$ cat config.mk
export PLATFORM = sky130hd
export DESIGN_NAME = mram_bank_seq
export DESIGN_NICKNAME = d
export VERILOG_FILES = /design/src/rtl/mram_seq_pkg.sv /design/src/rtl/mram_seq_cfg.sv /design/src/rtl/mram_seq_timer.sv /design/src/rtl/mram_write_drv.sv /design/src/rtl/mram_bank_seq.sv
export SDC_FILE = /design/constraint.sdc
export NUM_CORES = 1
export LEC_CHECK = 0
export CAP_MARGIN = 40
export CORE_AREA = 2 2 80 113
export CTS_CLUSTER_DIAMETER = 80
export DETAILED_ROUTE_END_ITERATION = 7
export DIE_AREA = 0 0 82 115
export PLACE_DENSITY = 0.75
export SLEW_MARGIN = 20
export SYNTH_ARGS = -nofsm -noshare
export SYNTH_HDL_FRONTEND = slang
export SYNTH_SLANG_ARGS = --single-unit
$ cat constraint.sdc
create_clock -name clk -period 4.6 [get_ports clk]
set_input_delay 0.92 -clock clk [delete_from_list [all_inputs] [get_ports clk]]
set_output_delay 0.92 -clock clk [all_outputs]
set_load 0.02 [all_outputs]
$ cat src/rtl/mram_seq_pkg.sv
package mram_seq_pkg;

  typedef enum logic [2:0] {
    ST_IDLE,
    ST_PRE,
    ST_SENSE,
    ST_LATCH,
    ST_WAKE,
    ST_PULSE,
    ST_FIN
  } seq_state_t;

  // colder code -> stronger level; upper two code bits select the step
  function automatic logic [1:0] level_from_temp(input logic [2:0] t);
    return 2'd3 - t[2:1];
  endfunction

endpackage

$ cat src/rtl/mram_seq_cfg.sv
module mram_seq_cfg #(
  parameter int CW = 8,
  parameter int RW = 4,
  parameter int DEF_SETTLE = 4,
  parameter int DEF_PULSE  = 8,
  parameter int DEF_WAKE   = 6,
  parameter int DEF_RETRY  = 4
) (
  input  logic          clk,
  input  logic          rst_n,
  input  logic          load_en,
  input  logic [CW-1:0] settle_in,
  input  logic [CW-1:0] pulse_in,
  input  logic [CW-1:0] wake_in,
  input  logic [RW-1:0] retry_in,
  output logic [CW-1:0] settle_q,
  output logic [CW-1:0] pulse_q,
  output logic [CW-1:0] wake_q,
  output logic [RW-1:0] retry_q
);

  localparam logic [CW-1:0] RST_SETTLE = CW'(DEF_SETTLE);
  localparam logic [CW-1:0] RST_PULSE  = CW'(DEF_PULSE);
  localparam logic [CW-1:0] RST_WAKE   = CW'(DEF_WAKE);
  localparam logic [RW-1:0] RST_RETRY  = RW'(DEF_RETRY);

  always_ff @(posedge clk or negedge rst_n) begin
    if (!rst_n) begin
      settle_q <= RST_SETTLE;
      pulse_q  <= RST_PULSE;
      wake_q   <= RST_WAKE;
      retry_q  <= RST_RETRY;
    end else if (load_en) begin
      settle_q <= settle_in;
      pulse_q  <= pulse_in;
      wake_q   <= wake_in;
      retry_q  <= retry_in;
    end
  end

endmodule

$ cat src/rtl/mram_seq_timer.sv
module mram_seq_timer #(
  parameter int CW = 8
) (
  input  logic          clk,
  input  logic          rst_n,
  input  logic          restart,
  input  logic [CW-1:0] limit,
  output logic          expired
);

  logic [CW-1:0] cnt_q;

  // cycles spent in the current state; a limit of zero behaves as one
  function automatic logic last_cycle(input logic [CW-1:0] c, input logic [CW-1:0] l);
    return ({1'b0, c} + (CW+1)'(1)) >= {1'b0, l};
  endfunction

  always_ff @(posedge clk or negedge rst_n) begin
    if (!rst_n)               cnt_q <= '0;
    else if (restart)         cnt_q <= '0;
    else if (cnt_q != '1)     cnt_q <= cnt_q + CW'(1);
  end

  assign expired = last_cycle(cnt_q, limit);

endmodule

$ cat src/rtl/mram_write_drv.sv
module mram_write_drv #(
  parameter int DW = 8
) (
  input  logic          clk,
  input  logic          rst_n,
  input  logic          pulse_on,
  input  logic [DW-1:0] wdata,
  output logic [DW-1:0] bl_hv,
  output logic [DW-1:0] cs_hv
);

  // a one is written by raising column select; a zero by raising the bitline
  always_comb begin
    bl_hv = '0;
    cs_hv = '0;
    if (pulse_on) begin
      for (int i = 0; i < DW; i++) begin
        if (wdata[i]) cs_hv[i] = 1'b1;
        else          bl_hv[i] = 1'b1;
      end
    end
  end

  assert_one_line_per_bit_R5: assert property (@(posedge clk) disable iff (!rst_n)
    (|(bl_hv | cs_hv)) |-> ((bl_hv & cs_hv) == '0) && ((bl_hv | cs_hv) == '1));

endmodule

$ cat src/rtl/mram_bank_seq.sv
module mram_bank_seq
  import mram_seq_pkg::*;
#(
  parameter int DW = 8,
  parameter int AW = 6,
  parameter int CW = 8,
  parameter int RW = 4
) (
  input  logic          clk,
  input  logic          rst_n,
  input  logic          req_valid,
  input  logic          req_write,
  input  logic [AW-1:0] req_addr,
  input  logic [DW-1:0] req_wdata,
  input  logic [2:0]    temp_code,
  input  logic [DW-1:0] sense_data,
  input  logic          cfg_load,
  input  logic [CW-1:0] cfg_settle,
  input  logic [CW-1:0] cfg_pulse,
  input  logic [CW-1:0] cfg_wake,
  input  logic [RW-1:0] cfg_retry,
  output logic          wl_on,
  output logic [AW-1:0] wl_row,
  output logic          ref_wl,
  output logic          precharge,
  output logic          latch_en,
  output logic [DW-1:0] bl_hv,
  output logic [DW-1:0] cs_hv,
  output logic [1:0]    vlevel,
  output logic          reg_wake,
  output logic [DW-1:0] rdata,
  output logic          busy,
  output logic          done,
  output logic          error
);

  localparam int AT = RW + 1;

  seq_state_t    state_q, state_d;
  logic          is_wr_q;
  logic [AW-1:0] addr_q;
  logic [DW-1:0] wdata_q;
  logic [1:0]    lvl_q;
  logic          err_q;
  logic [AT-1:0] att_q;
  logic [DW-1:0] rdata_q;

  logic [CW-1:0] settle_c, pulse_c, wake_c;
  logic [RW-1:0] retry_c;
  logic [CW-1:0] tmr_limit;
  logic          tmr_exp;

  // named internal events
  logic accept_ev, verify_ok, out_of_tries, pulse_end;
  logic [AT-1:0] max_pulses;

  mram_seq_cfg #(.CW(CW), .RW(RW)) cfg_i (
    .clk(clk), .rst_n(rst_n),
    .load_en(cfg_load && (state_q == ST_IDLE)),
    .settle_in(cfg_settle), .pulse_in(cfg_pulse),
    .wake_in(cfg_wake), .retry_in(cfg_retry),
    .settle_q(settle_c), .pulse_q(pulse_c),
    .wake_q(wake_c), .retry_q(retry_c)
  );

  always_comb begin
    case (state_q)
      ST_WAKE:  tmr_limit = wake_c;
      ST_PULSE: tmr_limit = pulse_c;
      ST_SENSE: tmr_limit = settle_c;
      default:  tmr_limit = CW'(1);
    endcase
  end

  mram_seq_timer #(.CW(CW)) tmr_i (
    .clk(clk), .rst_n(rst_n),
    .restart(state_d != state_q),
    .limit(tmr_limit),
    .expired(tmr_exp)
  );

  assign accept_ev    = (state_q == ST_IDLE) && req_valid;
  assign verify_ok    = (sense_data == wdata_q);
  assign max_pulses   = {1'b0, retry_c} + AT'(1);
  assign out_of_tries = (att_q >= max_pulses);
  assign pulse_end    = (state_q == ST_PULSE) && tmr_exp;

  always_comb begin
    state_d = state_q;
    case (state_q)
      ST_IDLE:  if (req_valid) state_d = req_write ? ST_WAKE : ST_PRE;
      ST_WAKE:  if (tmr_exp) state_d = ST_PULSE;
      ST_PULSE: if (tmr_exp) state_d = ST_PRE;
      ST_PRE:   state_d = ST_SENSE;
      ST_SENSE: if (tmr_exp) state_d = ST_LATCH;
      ST_LATCH: begin
        if (!is_wr_q || verify_ok || out_of_tries) state_d = ST_FIN;
        else                                        state_d = ST_PULSE;
      end
      ST_FIN:   state_d = ST_IDLE;
      default:  state_d = ST_IDLE;
    endcase
  end

  always_ff @(posedge clk or negedge rst_n) begin
    if (!rst_n) begin
      state_q <= ST_IDLE;
      is_wr_q <= 1'b0;
      addr_q  <= '0;
      wdata_q <= '0;
      lvl_q   <= '0;
      err_q   <= 1'b0;
      att_q   <= '0;
      rdata_q <= '0;
    end else begin
      state_q <= state_d;
      if (accept_ev) begin
        is_wr_q <= req_write;
        addr_q  <= req_addr;
        wdata_q <= req_wdata;
        lvl_q   <= level_from_temp(temp_code);
        err_q   <= 1'b0;
        att_q   <= '0;
      end
      if (pulse_end) att_q <= att_q + AT'(1);
      if (state_q == ST_LATCH) begin
        rdata_q <= sense_data;
        if (is_wr_q && !verify_ok && out_of_tries) err_q <= 1'b1;
      end
    end
  end

  mram_write_drv #(.DW(DW)) drv_i (
    .clk(clk), .rst_n(rst_n),
    .pulse_on(state_q == ST_PULSE),
    .wdata(wdata_q),
    .bl_hv(bl_hv), .cs_hv(cs_hv)
  );

  assign precharge = (state_q == ST_PRE);
  assign ref_wl    = (state_q == ST_SENSE) || (state_q == ST_LATCH);
  assign wl_on     = ref_wl || (state_q == ST_PULSE);
  assign wl_row    = wl_on ? addr_q : '0;
  assign latch_en  = (state_q == ST_LATCH);
  assign busy      = (state_q != ST_IDLE);
  assign done      = (state_q == ST_FIN);
  assign error     = done && err_q;
  assign reg_wake  = busy && is_wr_q;
  assign vlevel    = reg_wake ? lvl_q : 2'd0;
  assign rdata     = rdata_q;

  // checker state: cycles the reference line has been up
  logic [CW:0] wl_age_q;
  logic [CW:0] settle_eff;
  always_ff @(posedge clk or negedge rst_n) begin
    if (!rst_n)                wl_age_q <= '0;
    else if (!ref_wl)          wl_age_q <= '0;
    else if (wl_age_q != '1)   wl_age_q <= wl_age_q + (CW+1)'(1);
  end
  assign settle_eff = (settle_c == '0) ? (CW+1)'(1) : {1'b0, settle_c};

  assert_ref_quiet_R3: assert property (@(posedge clk) disable iff (!rst_n)
    ref_wl |-> wl_on && (bl_hv == '0) && (cs_hv == '0));

  assert_pre_then_lines_R3: assert property (@(posedge clk) disable iff (!rst_n)
    precharge |=> wl_on && ref_wl && !precharge);

  assert_latch_after_settle_R4: assert property (@(posedge clk) disable iff (!rst_n)
    latch_en |-> (wl_age_q >= settle_eff));

  assert_done_in_busy_R2: assert property (@(posedge clk) disable iff (!rst_n)
    done |-> busy);

  assert_pulse_awake_R6: assert property (@(posedge clk) disable iff (!rst_n)
    (|(bl_hv | cs_hv)) |-> reg_wake && wl_on && !ref_wl);

  assert_level_steady_R7: assert property (@(posedge clk) disable iff (!rst_n)
    (busy && $past(busy)) |-> $stable(vlevel));

  assert_pulse_bound_R9: assert property (@(posedge clk) disable iff (!rst_n)
    busy |-> (att_q <= max_pulses));

endmodule

==> results by group <==
Synthesis
  • Top area cells in the synthesized netlist: dfrtp_1, mux2_2, ha_1
  • Net count after synthesis: approximately 410
  • Post-synth top area cell: dfrtp_1
  • Unique masters post-synth: 51
  • Synth Instances: 334
  • Commonest cells in the netlist: dfrtp_1, mux2_2, nor2_1
  • Sequential share of the synthesized area: 47.5%
  • Post-synth EDFFs: 0
  • FFs w/ async S/R, synth: 100%
  • Top cell type's share of synthesized area: 43.9%
  • Top-count cell post-synth: dfrtp_1
  • Most common flop cell mapped by yosys: dfrtp_1
  • Synthesized area per cell: around 11 um^2
  • Yosys warnings: 0
  • Flops & latches, synth: 70
  • Cell Area, Synth: approximately 3700 um^2

Clocking
  • CTS tree: built
  • Clk slew on worst S/H paths: 0.05 ns
  • CTS H-Tree Depth: 3
  • Worst skew pair latency: 0.33 ns
  • Total CTS buffers: 9
  • Post-CTS sizing: 0
  • Postcts setup bufs: 0
  • Clk sinks: 70
  • Clock buffer depth: 2
  • Root Driver: clkbuf_16
  • Hold buffer count at cts: 0

STA
  • Slew Limit Headroom: 47.9%
  • Unrepaired setup endpoints after global routing: false
  • Tcrit/Tclk final: 79.6%
  • Final Hold Viols: 0
  • Final setup fails: 0
  • Slew @ Worst Pin: 0.782 ns
  • Worst hold slack: between 0.4 and 0.5 ns
  • Fmax achieved: 273 MHz
  • Final max-slew violation count: 0
  • Final Skew: a little over 0.004 ns
  • Min Clock Period, post-route: 3.66 ns
  • Worst setup margin: 0.939 ns
  • Setup TNS: 0 ns

Placed design
  • Dpl hpwl: 6210 um
  • Placed Area: 4780 um^2
  • Number of buffers added on ports: 96
  • RePlAce Congestion: 0.783
  • DP Worst Slack: 1.17 ns

Job
  • Maximum Capacitance Violations: 0

Critical path
  • Setup crit start kind: register
  • CP required: ~3.7 ns
  • Worst Reg-to-Reg Cells: 8
  • Number of cells on the critical path: 4
  • Crit-path cells: nand3b_1 > nand2_1 > and2_1 > clkdlybuf4s50_1
  • CP max stage cell: dfrtp_1
  • CP Class: register to output pin
  • Worst path top cell family by delay: simple AND/OR/NAND/NOR gates
  • Crit. End Element: output pin
  • Crit path buffers/inverters: 1
  • Crit Path Max Fanout: 19
  • CP arrival: between 2 and 3 ns
  • Crit path largest cell delay: between 0.7 and 0.8 ns

Detailed routing
  • DRT Wirelength: 8410 um
  • DRT Pass-1 Iters: 4
  • Post-DRT Antenna Nets: 0
  • Vias/cell: 5.22
  • WL per Instance: 15.5 um
  • # DRC: 0
  • Routed vias: between 2000 and 3000
  • Detailed router's first-iteration violation count: 108

Die
  • Core Region: ~8400 um^2
  • Die Wd: 82 um
  • DIE AREA: ~9400 um^2
  • Die Ht: approximately 120 um
  • Starting Density: 44.0%
  • # IOs: 98
  • Row cnt: 40

Global routing
  • Pin count of the biggest net entering global routing: 30
  • First-pass GRT wire length: 13800 um
  • Vias in the first global route: 2902
  • Gr ovfl total: 0
  • Initial antenna violation count: 0
  • Overall Global Routing Usage: ~19%

Layout
  • Seq. cell area: 1760 um^2
  • Post-route cell area: between 5000 and 6000 um^2
  • Synthesis-to-finish area growth: 38.3%
  • Fillers: 721
  • Fraction of layout cells with a size suffix above 1: 19.6%
  • Final nets: 508
  • Antenna Cells: 0
  • Footprint of the multi-input gates: 1810 um^2

Worst hold path
  • Worst hold path stage count: 1
  • Hold WC Path Type: register to register

Pwr
  • Pwr dens: 686 nW/um^2
  • Peak supply drop: about 440 uV
  • Leak: 2.23 nW

Outcome
  • Status: complete, no violations
==> area by class of cell <==
| cell class | count | area share (%) |
|---|---|---|
| multi-input combinational | 235 | 35.4 |
| sequential | 70 | 34.3 |
| timing repair buffer | 103 | 20.0 |
| clock buffer | 13 | 5.28 |
| tap | 105 | 2.57 |
| clock inverter | 3 | 1.27 |
| inverter | 15 | 1.10 |
==> power breakdown <==
part | total (mW) | switching [mW] | internal [mW]
Sequential | 1.15 | 0.229 | 0.919
Combinational | 1.60 | 0.774 | 0.828
Clock | 0.763 | 0.245 | 0.518
Total | 3.51 | 1.25 | 2.27
==> logic make-up (layout without fill, tap and decap cells) <==
family | count (synthesis) | after routing | synth area share (%)
AO/OA/AOI/OAI | 52 | 52 | 9.40
adder cells (fa/ha/maj) | 16 | 16 | 5.41
flip-flops | 70 | 70 | 47.5
XOR/XNOR | 17 | 17 | 4.02
buffers and inverters | 29 | 134 | 3.48
multiplexers | 53 | 53 | 16.2
AND/OR/NAND/NOR | 97 | 97 | 14.0
==> registers in the layout, summed over array words and instances (netlist names) <==
signal	count
wdata_q	8
tmr_i.cnt_q	8
state_q	3
addr_q	6
cfg_i.settle_q	8
err_q	1
cfg_i.retry_q	4
is_wr_q	1
lvl_q	2
cfg_i.wake_q	8
cfg_i.pulse_q	8
att_q	5
rdata	8
==> metal layers <==
metal  up-vias  share of wire (%)  GRT usage (%)
met5         -                  0              0
met4         0                1.4           6.67
met3         9                5.0           4.95
met2        78                 53           32.9
met1      1368                 41           23.3
li1       1382                  -              -
==> worst paths after layout <==
kind,slack [ns],endpoint,start
worst max-delay path,0.94,wl_row[2],state_q[0]$_DFF_PN0_
worst min-delay path,0.49,addr_q[5]$_DFFE_PN0P_,addr_q[5]$_DFFE_PN0P_
worst max register to register,1.34,att_q[4]$_DFFE_PN0P_,state_q[0]$_DFF_PN0_
worst min register to register,0.49,addr_q[5]$_DFFE_PN0P_,addr_q[5]$_DFFE_PN0P_
max in group asynchronous,3.12,rdata[7]$_DFFE_PN0P_,rst_n
min in group asynchronous,0.57,addr_q[5]$_DFFE_PN0P_,rst_n
==> metrics by stage <==
| stage | utilization (%) | power [mW] | instances |
|---|---|---|---|
| 2_1_floorplan | - | 2.16 | 334 |
| 3_3_place_gp | 56.4 | 2.71 | 525 |
| 3_5_place_dp | 56.9 | 2.77 | 528 |
| 4_1_cts | 60.9 | 3.57 | 544 |
| 5_1_grt | 60.9 | 3.77 | 544 |
| 6_report | 60.9 | 3.51 | 544 |
==> placed cells by master (no fill, tap or decap), drive strengths merged, types with 10 or more instances in the layout <==
master	instances
and2	18
nor2	29
inv	15
nand3	10
clkdlybuf4s50	95
a21oi	20
xor2	12
clkbuf	13
mux2	51
dfrtp	65
ha	16
Note: power is estimated with default switching activity, not from simulation.
